<file path="config.mk">
export PLATFORM = sky130hd
export DESIGN_NAME = page_mapper
export DESIGN_NICKNAME = d
export VERILOG_FILES = /design/src/rtl/page_mapper_pkg.sv /design/src/rtl/pm_regs.sv /design/src/rtl/pm_xlate.sv /design/src/rtl/page_mapper.sv
export SDC_FILE = /design/constraint.sdc
export NUM_CORES = 1
export LEC_CHECK = 0
export ABC_AREA = 1
export ABC_CLOCK_PERIOD_IN_PS = 4960
export BUFFER_PORTS_ARGS = -buffer_cell sky130_fd_sc_hd__buf_2
export CORE_UTILIZATION = 40
export CTS_CLUSTER_DIAMETER = 80
export DETAILED_ROUTE_END_ITERATION = 12
export PLACE_DENSITY = 0.77
export SLEW_MARGIN = 30
export SYNTH_ARGS = -nofsm -noshare
export SYNTH_HDL_FRONTEND = slang
export SYNTH_SLANG_ARGS = --single-unit
</file>
<file path="constraint.sdc">
create_clock -name clk -period 4.96 [get_ports clk]
set_clock_uncertainty 0.15 [all_clocks]
set_input_delay 0.248 -clock clk [delete_from_list [all_inputs] [get_ports clk]]
set_output_delay 0.248 -clock clk [all_outputs]
set_load 0.05 [all_outputs]
</file>
<file path="src/rtl/page_mapper_pkg.sv">
package page_mapper_pkg;

    localparam int LA_W   = 16;
    localparam int PA_W   = 19;
    localparam int OFF_W  = 12;
    localparam int PAGE_W = LA_W - OFF_W;
    localparam int BASE_W = PA_W - OFF_W;
    localparam int REG_W  = 8;
    localparam int SEL_W  = 2;

    typedef enum logic [SEL_W-1:0] {
        SEL_BOUND = 2'd0,
        SEL_BANK  = 2'd1,
        SEL_UPPER = 2'd2,
        SEL_SPARE = 2'd3
    } reg_sel_e;

    typedef enum logic [1:0] {
        AREA_LOW   = 2'd0,
        AREA_BANK  = 2'd1,
        AREA_UPPER = 2'd2
    } area_e;

    typedef struct packed {
        logic [REG_W-1:0]  bound;
        logic [BASE_W-1:0] bank;
        logic [BASE_W-1:0] upper;
    } map_regs_t;

endpackage

</file>
<file path="src/rtl/pm_regs.sv">
module pm_regs
    import page_mapper_pkg::*;
(
    input  logic             clk,
    input  logic             rst_n,
    input  logic             we,
    input  logic [SEL_W-1:0] sel,
    input  logic [REG_W-1:0] wdata,
    output map_regs_t        regs,
    output logic [REG_W-1:0] rdata
);

    map_regs_t state_d, state_q;

    always_comb begin
        state_d = state_q;
        if (we) begin
            case (reg_sel_e'(sel))
                SEL_BOUND: state_d.bound = wdata;
                SEL_BANK:  state_d.bank  = wdata[BASE_W-1:0];
                SEL_UPPER: state_d.upper = wdata[BASE_W-1:0];
                default:   state_d = state_q;
            endcase
        end
    end

    always_ff @(posedge clk or negedge rst_n) begin
        if (!rst_n) begin
            state_q <= '0;
        end else begin
            state_q <= state_d;
        end
    end

    always_comb begin
        case (reg_sel_e'(sel))
            SEL_BOUND: rdata = state_q.bound;
            SEL_BANK:  rdata = REG_W'(state_q.bank);
            SEL_UPPER: rdata = REG_W'(state_q.upper);
            default:   rdata = '0;
        endcase
    end

    assign regs = state_q;

    AST_BOUND_WRITE_LANDS: assert property (@(posedge clk) disable iff (!rst_n)
        (we && sel == SEL_BOUND) |=> (state_q.bound == $past(wdata)));

    AST_SPARE_SEL_INERT: assert property (@(posedge clk) disable iff (!rst_n)
        (we && sel == SEL_SPARE) |=> $stable(state_q));

endmodule

</file>
<file path="src/rtl/pm_xlate.sv">
module pm_xlate
    import page_mapper_pkg::*;
(
    input  logic [LA_W-1:0] log_addr,
    input  map_regs_t       regs,
    output area_e           area,
    output logic [PA_W-1:0] phys_addr
);

    logic [PAGE_W-1:0] page;
    logic [PAGE_W-1:0] upper_start;
    logic [PAGE_W-1:0] bank_start;
    logic [BASE_W-1:0] base_sel;
    logic [BASE_W-1:0] phys_page;

    assign page        = log_addr[LA_W-1:OFF_W];
    assign upper_start = regs.bound[REG_W-1:REG_W-PAGE_W];
    assign bank_start  = regs.bound[PAGE_W-1:0];

    always_comb begin
        if (page >= upper_start) begin
            area = AREA_UPPER;
        end else if (page >= bank_start) begin
            area = AREA_BANK;
        end else begin
            area = AREA_LOW;
        end
    end

    always_comb begin
        case (area)
            AREA_UPPER: base_sel = regs.upper;
            AREA_BANK:  base_sel = regs.bank;
            default:    base_sel = '0;
        endcase
        phys_page = base_sel + BASE_W'(page);
    end

    assign phys_addr = {phys_page, log_addr[OFF_W-1:0]};

endmodule

</file>
<file path="src/rtl/page_mapper.sv">
module page_mapper
    import page_mapper_pkg::*;
(
    input  logic             clk,
    input  logic             rst_n,
    input  logic [LA_W-1:0]  log_addr,
    input  logic             cfg_we,
    input  logic [SEL_W-1:0] cfg_sel,
    input  logic [REG_W-1:0] cfg_wdata,
    output logic [REG_W-1:0] cfg_rdata,
    input  logic             tout_sel,
    input  logic             tout_in,
    output logic [PA_W-1:0]  phys_addr,
    output logic             hi_pin
);

    map_regs_t regs;
    area_e     area;

    pm_regs u_regs (
        .clk   (clk),
        .rst_n (rst_n),
        .we    (cfg_we),
        .sel   (cfg_sel),
        .wdata (cfg_wdata),
        .regs  (regs),
        .rdata (cfg_rdata)
    );

    pm_xlate u_xlate (
        .log_addr  (log_addr),
        .regs      (regs),
        .area      (area),
        .phys_addr (phys_addr)
    );

    assign hi_pin = tout_sel ? tout_in : phys_addr[PA_W-1];

    AST_OFFSET_THRU: assert property (@(posedge clk) disable iff (!rst_n)
        phys_addr[OFF_W-1:0] == log_addr[OFF_W-1:0]);

    AST_LOW_IDENTITY: assert property (@(posedge clk) disable iff (!rst_n)
        ((log_addr[LA_W-1:OFF_W] < regs.bound[PAGE_W-1:0]) &&
         (log_addr[LA_W-1:OFF_W] < regs.bound[REG_W-1:REG_W-PAGE_W]))
        |-> (phys_addr == PA_W'(log_addr)));

    AST_PIN_ADDR: assert property (@(posedge clk) disable iff (!rst_n)
        !tout_sel |-> (hi_pin == phys_addr[PA_W-1]));

    AST_PIN_TIMER: assert property (@(posedge clk) disable iff (!rst_n)
        tout_sel |-> (hi_pin == tout_in));

endmodule

</file>
-- Word level (Yosys, flattened, before mapping)
Index checks and enable logic that the tools add are counted.
- flip-flop bits (word level): 22
- input port bits: 31
- output and inout bits: 28
- logic and storage cells: 19
- add/sub/neg operators: 1
- magnitude comparators: 2
- equality and inequality tests: 4
- multiplexer cells: 5
- reduce and logical (&&, ||, !) cells: 4
- operator list (kind ; count):
    8-bit case mux with 3 select lines ; 1
    7-bit case mux with 2 select lines ; 1
    4-bit greater-or-equal comparator ; 2
    7-bit by 4-bit adder with 7-bit output ; 1
    2-bit AND reduction ; 3
    2-bit by 1-bit equality test with 1-bit output, second input constant ; 2
    2-bit equality test, second input constant ; 2
    2-bit zero test ; 1
    1-bit 2-to-1 mux ; 2
    2-bit 2-to-1 mux ; 1

-- Longest topological paths before layout
Gate-level depths: netlist (run 1).
- depth after elaboration: 7
- mapped depth: 18

-- Hierarchy
A second synthesis (run 1) with hierarchy kept.
- cell total of the unflattened synthesis: 230
- area total of the unflattened synthesis: 1759.2 um^2
- by module, submodules not included (module ; times used ; cells an instance ; area each (um^2) ; seq. area each (um^2)):
    pm_regs ; 1 ; 133 ; 1117.3 ; 550.5
    pm_xlate ; 1 ; 93 ; 626.9 ; 0.0
    page_mapper ; 1 ; 4 ; 15.0 ; 0.0

-- Least setup slack after synthesis (run 1)
No wires, ideal clock.
- kind: register to output
- start: register u_regs.state_q (netlist bit u_regs.regs[21])
- end: output phys_addr[16]
- data arrival time: 2926 ps
- data required time: 4562 ps
- slack: 1636 ps
- cell stages (with the launch flop): 15
- path buffers: 0
- cell sequence: dfrtp_1 > inv_1 > ha_1 > nand2_2 > inv_2 > nand2_2 > nand2_2 > nor2_4 > nand2_1 > o21ai_0 > ha_1 > inv_1 > fa_1 > o21ai_2 > xor2_1
- word-level cells in the longest chain between the ends: 5
- elaborated cells on any way between the ends: 6
- ends and longest elaborated chain (element ; line ; text):
    start: declaration ; pm_regs.sv:13 ; map_regs_t state_d, state_q;
    start signal: assignment ; pm_regs.sv:31 ; state_q <= state_d;
    4-bit greater-or-equal comparator (*) ; pm_xlate.sv:21 ; if (page >= upper_start) begin
    2-bit 2-to-1 mux (*) ; pm_xlate.sv:21 ;
    2-bit by 1-bit equality test with 1-bit output or 2-bit equality test (tied branches) ; pm_xlate.sv:31 ; case (area)
    7-bit case mux with 2 select lines (*) ; pm_xlate.sv:31 ;
    7-bit by 4-bit adder with 7-bit output (*) ; pm_xlate.sv:36 ; phys_page = base_sel + BASE_W'(page);
    end: declaration ; page_mapper.sv:13 ; output logic [PA_W-1:0] phys_addr,
Mark *: on every way between the ends. The rest lies on a longest branch, timed or not.

-- Worst setup path in the final report (run 1)
- start: register u_regs.state_q (netlist bit u_regs.regs[21])
- end: output hi_pin
- word-level cells in the longest chain between the ends: 6
- elaborated cells on any way between the ends: 7
- ends and longest elaborated chain (element ; line ; text):
    4-bit greater-or-equal comparator (*) ; pm_xlate.sv:21 ;
    2-bit 2-to-1 mux (*) ; pm_xlate.sv:21 ;
    2-bit by 1-bit equality test with 1-bit output or 2-bit equality test (tied branches) ; pm_xlate.sv:31 ;
    7-bit case mux with 2 select lines (*) ; pm_xlate.sv:31 ;
    7-bit by 4-bit adder with 7-bit output (*) ; pm_xlate.sv:36 ;
    1-bit 2-to-1 mux (*) ; page_mapper.sv:37 ; assign hi_pin = tout_sel ? tout_in : phys_addr[PA_W-1];
    end: declaration ; page_mapper.sv:14 ; output logic hi_pin
Marked as above.

==> metrics.md, run 1 <==
| Metric | Value |
|---|---|
| Result of the run | `completed` |
| Average routed wire per standard cell | `11.7 microns` |
| Synthesized instance count | `roughly 210` |
| WL final | `3270 microns` |
| Number of routed nets with antenna violations | `0` |
| Internal power summed over all cells | `0.370 mW` |
| Post-synth EDFFs | `0` |
| Layout Utilization | `47.2%` |
| Total via count after detailed routing | `~1400` |
| Total net switching power | `0.352 mW` |
| Total congestion overflow after global routing | `0` |
| TritonCTS clock tree | `done` |
| Clock share of power | `15.1%` |
| Min Clock Period, post-route | `3.59 ns` |
| Proportion of register bits with asynchronous set or reset after synthesis | `100%` |
| IO buf count | `34` |
| Number of DRC markers in iteration 0 | `52` |
| Worst ir drop on vdd | `0.109 mV` |
| CTS HTree Levels | `1` |
| FF/Latch Area | `551 sq um` |
| Launch instance of the worst register-to-register path | `u_regs.regs[14]$_DFFE_PN0P_` |
| Clock buffer count from CTS | `3` |
| Maximum number of pins on one net before global-route repair | `23` |
| Startpoint-to-endpoint class of the critical path | `reg2out` |
| Initial core utilization | `42.4%` |
| Top-area cell type share of the netlist area | `around a third` |
| # fillers | `a little under 400` |
| Clock transition at path regs | `0.07 ns` |
| Required time at the worst-slack endpoint | `4.56 ns` |
| Data arrival time of the critical path | `3.19 ns` |
| Hold violation total from the final report | `0` |
| Final GP Congestion | `between 0.8 and 0.9` |
| Dpl hpwl | `2720 microns` |
| Drt pass-1 iters | `4` |
| Proportion of power drawn by flip-flops and latches | `31.7%` |
| Global-route usage over all layers | `approximately 17%` |
| Number of core rows | `22` |
| Count of different cell masters after synthesis | `29` |
| Cell depth of the worst hold path | `3` |
| Worst setup startpoint | `u_regs.regs[21]$_DFFE_PN0P_` |
| First-pass GRT wire length | `5650 microns` |
| Antenna diodes | `0` |
| Endpoint of the lowest-slack register-to-register path | `u_regs.regs[14]$_DFFE_PN0P_` |
| Maximum number of buffers from clock root to sink | `2` |
| Setup slack on the worst flop-to-flop path | `4.12 ns` |
| Crit end category | `output pin` |
| Number of antenna violations at the first check in global routing | `0` |
| Cell area after synthesis | `0.00159 sq mm` |
| Total power per unit cell area | `408 mW/mm^2` |
| Rel. slew slack | `about two thirds` |
| CTS root buf | `clkbuf_8` |
| Capture point of the worst path | `hi_pin` |
| Number of sinks on the clock net | `22` |
| Average vias per placed instance | `roughly 5` |
| DRC errors left | `0` |
| Average cell area after synthesis | `7.60 sq um` |
| Die Y-Extent | `approximately 65 microns` |
| Flip-flop cell with the highest count after synthesis | `dfrtp_1` |
| Synth area leader | `dfrtp_1` |
| Max Transition Viols Final | `0` |
| Largest stage delay on the critical path | `0.41 ns` |
| Via count of the first global-routing pass | `1299` |
| Logic depth of the worst register-to-register path | `2` |
| Max Clock Freq | `around 280 MHz` |
| Horizontal die dimension | `65.0 microns` |
| Yosys warnings | `0` |
| Final clock period utilization by the worst path | `72.4%` |
| Gates resized, CTS repair | `0` |
| Multi-input combinational cell area | `about 800 sq um` |
| Final number of setup-violating endpoints | `0` |
| Part of the total power dissipated in combinational logic | `about 53%` |
| List of most frequent post-synthesis cells | `53 x nand2_1, 33 x inv_1, 22 x dfrtp_1` |
| Post-synthesis sequential area ratio | `34.6%` |
| Die Footprint | `0.00423 sq mm` |
| Worst-skew pair later-pin latency | `0.26 ns` |
| Worst min path class | `in2reg` |
| Flip-flop count of the largest register after layout | `22` |
| Net Sw Frac | `48.7%` |
| Synthesis-to-layout area growth | `11.3%` |
| Top post-synthesis cells by area | `dfrtp_1 35%, nand2_1 13%, ha_1 9.4%, inv_1 7.8%, buf_4 5.7%` |
| Least-Margin Pin Slew | `0.506 ns` |
| CP max-delay cell | `fa_1` |
| CP Launch Type | `register` |
| Placeable core region | `0.00374 sq mm` |
| Highest fanout seen on the critical path | `6` |
| Share of post-route cells with drive strength above 1 | `about a quarter` |
| Setup TNS after final layout | `0 ns` |
| I/O pin cnt | `~60` |
| Pleak | `0.952 nW` |
| Most frequent cell after synthesis | `nand2_1` |
| Max Cap Viol | `0` |
| Count of state elements after synthesis | `22` |
| Nets | `278` |
| RSZ-0062 raised after global routing | `no` |
| Synth Net Count | `253` |
| Ordered list of cells on the worst path | `inv_1 -> ha_1 -> nand2_2 -> inv_2 -> nand2_2 -> nand2_2 -> nor2_4 -> nand2_1 -> o21ai_0 -> ha_1 -> inv_1 -> fa_1 -> o21ai_2 -> nand3_2 -> nand2_1 -> nand3_1 -> nand2_1 -> buf_2` |
==> power groups by stage <==
| stage | Clock [mW] | Combinational [mW] | Sequential, mW |
|---|---|---|---|
| 3_5_place_dp | 0 | 0.385 | 0.232 |
| 6_report | 0.109 | 0.384 | 0.229 |
| 2_1_floorplan | 0 | 0.332 | 0.226 |
| 5_1_grt | 0.120 | 0.420 | 0.233 |
| 4_1_cts | 0.111 | 0.386 | 0.228 |
| 3_3_place_gp | 0 | 0.378 | 0.231 |
==> worst max-delay path, delay by kind of cell, from the launching register on <==
| kind | cells | cell delay [ns] |
|---|---|---|
| adder cells (fa/ha/maj) | 3 | 0.88 |
| buffers and inverters | 4 | 0.44 |
| flip-flops | 1 | 0.36 |
| AO/OA/AOI/OAI | 2 | 0.44 |
| AND/OR/NAND/NOR | 9 | 0.81 |
==> metal layers <==
layer / vias to the layer above / track usage, % / part of all wire [%]
li1: 702 / - / -
met4: 0 / 4.35 / 0.77
met3: 2 / 2.64 / 6.2
met2: 48 / 29.0 / 46
met5: - / 0 / 0
met1: 616 / 22.7 / 47
==> cells in the final DEF, fill, tap and decap left out, drive strengths merged <==
cell type,netlist,final
dlygate4sd3,0,1
o211ai,3,3
ha,12,12
dfrtp,22,22
and2,1,1
xnor2,2,2
nand3,9,9
clkbuf,2,3
nand3b,1,1
xor2,1,1
o21ai,27,27
fa,1,1
o221ai,3,3
o22ai,1,1
a21oi,5,5
buf,13,34
nor2,9,9
a21boi,1,1
nand2,59,59
inv,36,36
nand4,1,1
==> cell families (layout without fill, tap and decap cells) <==
logic type	Yosys count	after routing	synth area share, %
compound gates	40	40	14.5
buf+inv	51	74	15.0
flops	22	22	34.6
xor+xnor	3	3	1.65
fa+ha+maj	13	13	10.7
simple gates	80	80	23.5
==> per-stage QoR <==
step / hold WS, ns / total power, mW / area [sq um] / instances / setup slack, ns
3_3_place_gp: 0.0834 / 0.609 / 1720 / 276 / 1.75
4_1_cts: 0.0926 / 0.726 / 1770 / 280 / 1.37
3_5_place_dp: 0.0903 / 0.617 / 1720 / 276 / 1.66
5_1_grt: 0.110 / 0.772 / 1770 / 280 / 1.10
6_report: 0.0982 / 0.722 / 1770 / 280 / 1.37
2_1_floorplan: -0.198 / 0.558 / 1590 / 209 / 1.64
==> worst min-delay path by stage <==
| stage | from | endpoint | slack [ns] |
|---|---|---|---|
| final | cfg_wdata[7] | u_regs.regs[21]$_DFFE_PN0P_ | 0.1 |
| after global routing | cfg_wdata[7] | u_regs.regs[21]$_DFFE_PN0P_ | 0.11 |
| after CTS | cfg_wdata[7] | u_regs.regs[21]$_DFFE_PN0P_ | 0.09 |
| after detailed placement | rst_n | u_regs.regs[9]$_DFFE_PN0P_ | 0.09 |
| after global placement | rst_n | u_regs.regs[9]$_DFFE_PN0P_ | 0.08 |
| after floorplan | rst_n | u_regs.regs[0]$_DFFE_PN0P_ | -0.20 |
==> area by class of cell <==
class                           instances  area share [%]
Sequential cell                        22            31.1
Tap cell                               48            3.40
Inverter                               36            7.64
Clock buffer                            3            2.34
Timing Repair Buffer                   35            10.2
Multi-Input combinational cell        136            45.3
==> what timing repair did <==
| action | 4_1_cts | 5_1_grt |
|---|---|---|
| hold endpoints to repair | 22 | 0 |
| hold buffers | 1 | 0 |
| setup endpoints to repair | 0 | 0 |
| buffers inserted | 0 | 0 |
No activity file was read; power rests on OpenSTA's default activity.
==> run 2, diff against run 1 <==
--- a/config.mk
+++ b/config.mk
@@ -6,7 +6,7 @@
 export NUM_CORES = 1
 export LEC_CHECK = 0
 export ABC_AREA = 1
-export ABC_CLOCK_PERIOD_IN_PS = 4960
+export ABC_CLOCK_PERIOD_IN_PS = 3400
 export BUFFER_PORTS_ARGS = -buffer_cell sky130_fd_sc_hd__buf_2
 export CORE_UTILIZATION = 40
 export CTS_CLUSTER_DIAMETER = 80
==> constraint.sdc (replaced) <==
create_clock -name clk -period 3.4 [get_ports clk]
set_clock_uncertainty 0.15 [all_clocks]
set_input_delay 0.17 -clock clk [delete_from_list [all_inputs] [get_ports clk]]
set_output_delay 0.17 -clock clk [all_outputs]
set_load 0.05 [all_outputs]
==> run 2 against run 1 <==
Register-to-register slack lost 1.6 ns. Via count is 0.29% lower. First-iteration DRC count is 1.9% higher. Setup slack got worse by 1.2 ns. Sequential cell count is the same. Critical path depth fell by 2. Routed wire length is 0.28% higher. Power increased by 49%. Cell count is 0.36% higher.
==> metrics.md, run 2 (synthesis results as in run 1) <==
| Metric | Value |
|---|---|
| CP Buf/Inv Count | `4 (unchanged)` |
| Share of post-route cells with drive strength above 1 | `24.9% (+1.2 points)` |
| Global-route track usage on met3 | `1.06% (-1.6 points)` |
| Pleak | `0.962 nW (+1.1%)` |
| CTS root buf | `clkbuf_8` |
| Number of core rows | `22 (unchanged)` |
| Worst ir drop on vdd | `0.248 mV (+130%)` |
| Most numerous cell on the critical path | `nand2_2` |
| Worst setup startpoint | `u_regs.regs[21]$_DFFE_PN0P_` |
| Final GP Congestion | `0.814 (-6.8%)` |
| Number of antenna violations at the first check in global routing | `0 (unchanged)` |
| Finished Cell Area | `0.00180 sq mm (+1.9%)` |
| Logic depth of the worst register-to-register path | `2 (unchanged)` |
| Largest stage delay on the critical path | `0.37 ns (-0.04 ns)` |
| Drt pass-1 iters | `4 (unchanged)` |
| Maximum number of buffers from clock root to sink | `2 (unchanged)` |
| Final clock period utilization by the worst path | `a little over nine tenths` |
| Total via count after detailed routing | `1364 (-0.29%)` |
| WL final | `3280 microns (+0.28%)` |
| Cell depth of the worst hold path | `3 (unchanged)` |
| Average vias per placed instance | `4.85 (-0.65%)` |
| Flip-flop count of the largest register after layout | `22 (unchanged)` |
| Crit end category | `output pin` |
| Number of DRC markers in iteration 0 | `53 (+1.9%)` |
| Result of the run | `completed` |
| Startpoint-to-endpoint class of the critical path | `reg2out` |
| Global-route usage over all layers | `17.5% (+0.32 points)` |
| Rel. slew slack | `66.8% (+0.62 points)` |
| Max Transition Viols Final | `0 (unchanged)` |
| DRC errors left | `0 (unchanged)` |
| Worst slack, placed | `0.233 ns (-1.43 ns)` |
| Most used routing layer | `met2` |
| Die Footprint | `0.00423 sq mm (unchanged)` |
| CTS HTree Levels | `1 (unchanged)` |
| Dpl hpwl | `2710 microns (-0.41%)` |
| Nets | `279 (+0.36%)` |
| Synthesis-to-layout area growth | `13.4%` |
| IO buf count | `34 (unchanged)` |
| Layout Utilization | `48.1% (+0.90 points)` |
| Met1 track demand over resource in global routing | `25.0% (+2.3 points)` |
| Highest fanout seen on the critical path | `4 (-2)` |
| I/O pin cnt | `59 (unchanged)` |
| RSZ-0062 raised after global routing | `no` |
| Setup TNS after final layout | `0 ns (unchanged)` |
| Data arrival time of the critical path | `2.88 ns (-0.31 ns)` |
| Launch instance of the worst register-to-register path | `u_regs.regs[4]$_DFFE_PN0P_` |
| Clock buffer count from CTS | `3 (unchanged)` |
| Met2 Use GR | `28.3% (-0.78 points)` |
| Instance area after placement | `0.00172 sq mm (unchanged)` |
| Max Clock Freq | `312 MHz` |
| Die Y-Extent | `65.0 microns (unchanged)` |
| Max Cap Viol | `0 (unchanged)` |
| Via count of the first global-routing pass | `1248 (-3.9%)` |
| Horizontal die dimension | `65.0 microns (unchanged)` |
| CP Launch Type | `register` |
| Maximum number of pins on one net before global-route repair | `23 (unchanged)` |
| # fillers | `395 (-0.50%)` |
| Hold violation total from the final report | `0 (unchanged)` |
| Total power per unit cell area | `595 mW/mm^2 (+46%)` |
| Min Clock Period, post-route | `3.20 ns` |
| Number of sinks on the clock net | `22 (unchanged)` |
| Worst setup margin | `0.200 ns (-1.17 ns)` |
| First-pass GRT wire length | `5810 microns (+2.8%)` |
| Clock transition at path regs | `0.07 ns (about the same)` |
| Family of cells with the greatest summed delay on the critical path | `adder cells` |
| Required time at the worst-slack endpoint | `3.08 ns (-1.48 ns)` |
| Hold path endpoint | `u_regs.regs[21]$_DFFE_PN0P_` |
| Setup slack on the worst flop-to-flop path | `2.52 ns (-1.60 ns)` |
| Antenna diodes | `0 (unchanged)` |
| Commonest non-fill, non-tap cell in the layout | `nand2_1` |
| Total congestion overflow after global routing | `0 (unchanged)` |
| Final number of setup-violating endpoints | `0 (unchanged)` |
| Number of routed nets with antenna violations | `0 (unchanged)` |
| Endpoint of the lowest-slack register-to-register path | `u_regs.regs[4]$_DFFE_PN0P_` |
| Ordered list of cells on the worst path | `inv_1 -> ha_1 -> nand2_2 -> inv_2 -> nand2_2 -> nand2_2 -> nor2_4 -> nand2_1 -> o21ai_1 -> ha_1 -> inv_1 -> fa_2 -> o21ai_4 -> nand4_1 -> and2_1 -> buf_4` |
| Least-Margin Pin Slew | `0.497 ns (-0.00921 ns)` |
| Placeable core region | `0.00374 sq mm (unchanged)` |
| CP max-delay cell | `dfrtp_1` |
| Top library cells by usage in the layout, fill and taps aside | `53 x nand2_1, 33 x inv_1, 31 x buf_2` |
| Average routed wire per standard cell | `11.7 microns (about the same)` |
| Worst-skew pair later-pin latency | `0.25 ns (about the same)` |
| Initial core utilization | `42.4% (unchanged)` |
| TritonCTS clock tree | `done` |
| Worst min path class | `in2reg` |
| Startpoint of the worst hold path | `cfg_wdata[7]` |
==> run 2: changes by cell type in the layout (fill, tap and decap cells not counted), sizes merged <==
cell and delta:
buf +1
==> run 2: cell type report <==
type / count / area [sq um] / share of cell area, %
tap: 48 / 60.1 / 3.33
inverter: 36 / 135 / 7.50
sequential: 22 / 551 / 30.6
timing repair buffer: 36 / 199 / 11.0
clock buffer: 3 / 41.3 / 2.29
multi-input combinational: 136 / 816 / 45.3
==> run 2: power by group <==
group          switching, mW  total, mW  internal, mW
Sequential            0.0323      0.336         0.303
Combinational          0.406      0.581         0.175
Clock                 0.0766      0.156        0.0789
Total                  0.515       1.07         0.557
==> run 2: what timing repair did <==
| item | CTS | global route |
|---|---|---|
| endpoints found under the hold margin | 22 | 0 |
| hold buffers | 1 | 0 |
| buffers inserted | 0 | 1 |
| pin swaps | 0 | 2 |
| endpoints found under the setup margin | 2 | 4 |
| resized for setup | 2 | 8 |
==> run 2: worst min-delay path, cell delays in order <==
cell and delay, ns:
buf_2 0.07, nor2_1 0.04, a21oi_1 0.10
==> run 2: how the worst max path moves through the flow <==
stage	end	slack, ns	cells after the start
after floorplan	phys_addr[16]	0.15	14
after global placement	hi_pin	0.34	18
after detailed placement	hi_pin	0.23	18
after CTS	hi_pin	0.002	18
after global routing	hi_pin	0.002	18
final	phys_addr[18]	0.20	16
==> run 2: routing by layer <==
metal,wire (microns),vias to the layer above
li1,-,701
met3,133,2
met1,1600,629
met4,31,0
met2,1510,32
met5,0,-
==> run 2: stage by stage <==
stage	total power [mW]	std cells	hold slack, ns
floorplan	0.814	209	-0.276
global placement	0.887	276	0.00505
detailed placement	0.897	276	0.00794
CTS	1.06	280	0.0286
global route	1.16	281	0.0346
finish	1.07	281	0.0240
==> run 3, diff against run 2 <==
--- a/config.mk
+++ b/config.mk
@@ -6,11 +6,12 @@
 export NUM_CORES = 1
 export LEC_CHECK = 0
 export ABC_AREA = 1
-export ABC_CLOCK_PERIOD_IN_PS = 3400
+export ABC_CLOCK_PERIOD_IN_PS = 3100
 export BUFFER_PORTS_ARGS = -buffer_cell sky130_fd_sc_hd__buf_2
 export CORE_UTILIZATION = 40
-export CTS_CLUSTER_DIAMETER = 80
+export CTS_CLUSTER_DIAMETER = 100
 export DETAILED_ROUTE_END_ITERATION = 12
+export GPL_TIMING_DRIVEN = 0
 export PLACE_DENSITY = 0.77
 export SLEW_MARGIN = 30
 export SYNTH_ARGS = -nofsm -noshare
==> constraint.sdc (replaced) <==
create_clock -name clk -period 3.1 [get_ports clk]
set_clock_uncertainty 0.15 [all_clocks]
set_input_delay 0.155 -clock clk [delete_from_list [all_inputs] [get_ports clk]]
set_output_delay 0.155 -clock clk [all_outputs]
set_load 0.05 [all_outputs]
==> run 3 against run 2 <==
The flow now finishes with violations (negative setup slack). Hold slack got worse by 0.023 ns. Combinational power increased by 38%. Global-route usage is 2.2 points higher. Largest cell class unchanged. Setup slack got worse by 0.27 ns. Power up 28%. Largest power group unchanged.
==> metrics.md, run 3 (synthesis results as in run 1) <==
| Metric | Value |
|---|---|
| Pleak | `1.13 nW (+17%)` |
| Max Transition Viols Final | `0 (unchanged)` |
| DRC errors left | `0 (unchanged)` |
| CTS HTree Levels | `1 (unchanged)` |
| Hold violation total from the final report | `0 (unchanged)` |
| Commonest non-fill, non-tap cell in the layout | `nand2_1` |
| Least-Margin Pin Slew | `0.481 ns (-0.0161 ns)` |
| CP Launch Type | `register` |
| Horizontal die dimension | `65.0 microns (unchanged)` |
| Net Sw Frac | `47.4% (-0.67 points)` |
| Rel. slew slack | `67.9% (+1.2 points)` |
| Number of DRC markers in iteration 0 | `65 (+23%)` |
| Final number of setup-violating endpoints | `2 (+2)` |
| Highest fanout seen on the critical path | `4 (unchanged)` |
| Global-route usage over all layers | `19.6% (+2.2 points)` |
| Number of sinks on the clock net | `22 (unchanged)` |
| Placeable core region | `0.00374 sq mm (unchanged)` |
| Maximum number of pins on one net before global-route repair | `23 (unchanged)` |
| Average vias per placed instance | `4.77 (-1.6%)` |
| Layout Utilization | `57.4% (+9.3 points)` |
| Internal power summed over all cells | `0.722 mW (+30%)` |
| CTS root buf | `clkbuf_8` |
| Drt pass-1 iters | `4 (unchanged)` |
| Min Hold Slack | `0.000759 ns (-0.0233 ns)` |
| Total congestion overflow after global routing | `0 (unchanged)` |
| Share of post-route cells with drive strength above 1 | `41.6% (+17 points)` |
| Worst min path class | `in2reg` |
| Top library cells by usage in the layout, fill and taps aside | `49 x nand2_1, 43 x buf_2, 29 x inv_1` |
| Worst-skew pair later-pin latency | `0.26 ns (about the same)` |
| Die Y-Extent | `65.0 microns (unchanged)` |
| IO buf count | `46 (+35%)` |
| Max Cap Viol | `0 (unchanged)` |
| Part of the total power dissipated in combinational logic | `58.4% (+4.2 points)` |
| First-pass GRT wire length | `6450 microns (+11%)` |
| Total net switching power | `0.650 mW (+26%)` |
| Number of routed nets with antenna violations | `0 (unchanged)` |
| RSZ-0062 raised after global routing | `yes` |
| Initial core utilization | `42.4% (unchanged)` |
| I/O pin cnt | `59 (unchanged)` |
| Number of core rows | `22 (unchanged)` |
| Most numerous cell on the critical path | `nand2_2` |
| Required time at the worst-slack endpoint | `2.79 ns (-0.29 ns)` |
| TritonCTS clock tree | `done` |
| Clock buffer count from CTS | `3 (unchanged)` |
| Total via count after detailed routing | `1504 (+10%)` |
| Synthesis-to-layout area growth | `35.3%` |
| Number of antenna violations at the first check in global routing | `0 (unchanged)` |
| Final GP Congestion | `0.876 (+7.7%)` |
| Dpl hpwl | `2900 microns (+7.2%)` |
| Total power per unit cell area | `639 mW/mm^2 (+7.3%)` |
| Data arrival time of the critical path | `2.87 ns (about the same)` |
| Setup TNS after final layout | `-0.120 ns (-0.120 ns)` |
| Max Clock Freq | `315 MHz` |
| Flip-flop count of the largest register after layout | `22 (unchanged)` |
| Final clock period utilization by the worst path | `102%` |
| CP max-delay cell | `dfrtp_1` |
| Cell depth of the worst hold path | `3 (unchanged)` |
| Startpoint-to-endpoint class of the critical path | `reg2out` |
| Worst ir drop on vdd | `0.351 mV (+42%)` |
| Ordered list of cells on the worst path | `inv_2 -> ha_4 -> nand2_2 -> nand2_2 -> nand2_2 -> nand2_2 -> nor2_4 -> nand2_2 -> o21ai_2 -> ha_2 -> inv_2 -> fa_2 -> o21ai_4 -> nand4_1 -> and2_4 -> buf_8` |
| Logic depth of the worst register-to-register path | `4 (+2)` |
| Clock transition at path regs | `0.08 ns (about the same)` |
| Antenna diodes | `0 (unchanged)` |
| Violated checks | `negative setup slack` |
| Crit end category | `output pin` |
| Largest stage delay on the critical path | `0.40 ns (+0.03 ns)` |
| Result of the run | `complete, but fails checks` |
| Clock share of power | `14.9% (+0.4 points)` |
| Maximum number of buffers from clock root to sink | `2 (unchanged)` |
| Die Footprint | `0.00423 sq mm (unchanged)` |
| Min Clock Period, post-route | `approximately 3.2 ns` |
| Via count of the first global-routing pass | `1462 (+17%)` |
| Average routed wire per standard cell | `11.8 microns (+0.97%)` |
| Worst setup margin | `-0.0701 ns (-0.270 ns)` |
| Proportion of power drawn by flip-flops and latches | `26.8% (-4.5 points)` |
| WL final | `3710 microns (+13%)` |
| Nets | `312 (+12%)` |
-- run 3: power by group through the flow --
stage	logic [mW]	registers, mW	clock network (mW)
6_report	0.801	0.368	0.204
5_1_grt	0.867	0.374	0.218
4_1_cts	0.745	0.367	0.205
3_5_place_dp	0.669	0.371	0
3_3_place_gp	0.656	0.369	0
2_1_floorplan	0.537	0.361	0
-- run 3: routing by layer --
layer  share of wire, %  GRT usage, %  wire length [microns]
met3                3.8          1.58                    140
met1                 45          24.8                   1650
met4                1.4          5.71                     52
met2                 50          35.4                   1860
met5                  0             0                      0
-- run 3: path summary, 6_finish.rpt --
kind | end | slack, ns | startpoint
setup reg to reg | u_regs.regs[21]$_DFFE_PN0P_ | 2.13 | u_regs.regs[21]$_DFFE_PN0P_
hold reg to reg | u_regs.regs[7]$_DFFE_PN0P_ | 0.35 | u_regs.regs[7]$_DFFE_PN0P_
min in group asynchronous | u_regs.regs[16]$_DFFE_PN0P_ | 0.23 | rst_n
setup / recovery | phys_addr[18] | -0.07 | u_regs.regs[19]$_DFFE_PN0P_
max in group asynchronous | u_regs.regs[18]$_DFFE_PN0P_ | 2.24 | rst_n
hold / removal | u_regs.regs[21]$_DFFE_PN0P_ | 0.0008 | cfg_wdata[7]
-- run 3: metrics by stage --
stage / setup WS (ns) / instance area [sq um] / instances / total power, mW
floorplan: 0.0199 / 1600 / 209 / 0.898
global placement: -0.164 / 1890 / 303 / 1.03
detailed placement: -0.236 / 1890 / 303 / 1.04
CTS: -0.0762 / 2080 / 313 / 1.32
global route: -0.220 / 2150 / 315 / 1.46
finish: -0.0701 / 2150 / 315 / 1.37
-- run 3: layout make-up --
cell class	count	area [sq um]
multi-input cells	136	928
flip-flops and latches	22	551
plain buffers	15	103
repair buffers	54	318
clock buffers	4	55.1
inverters	36	135
well taps	48	60.1
fillers	368	1590
-- run 3: repair_timing --
item / 4_1_cts / 5_1_grt
endpoints found under the setup margin: 7 / 6
cloned: 0 / 0
gates resized for setup: 21 / 15
hold buffers: 1 / 0
buffers inserted: 5 / 2
pin swaps: 10 / 13
endpoints found under the hold margin: 22 / 0
-- run 3: critical path: cells and delay by family (launching register included) --
family,cells,cell delay [ns]
flops,1,0.40
compound gates,2,0.37
buf+inv,3,0.27
simple gates,8,0.77
fa+ha+maj,3,0.78
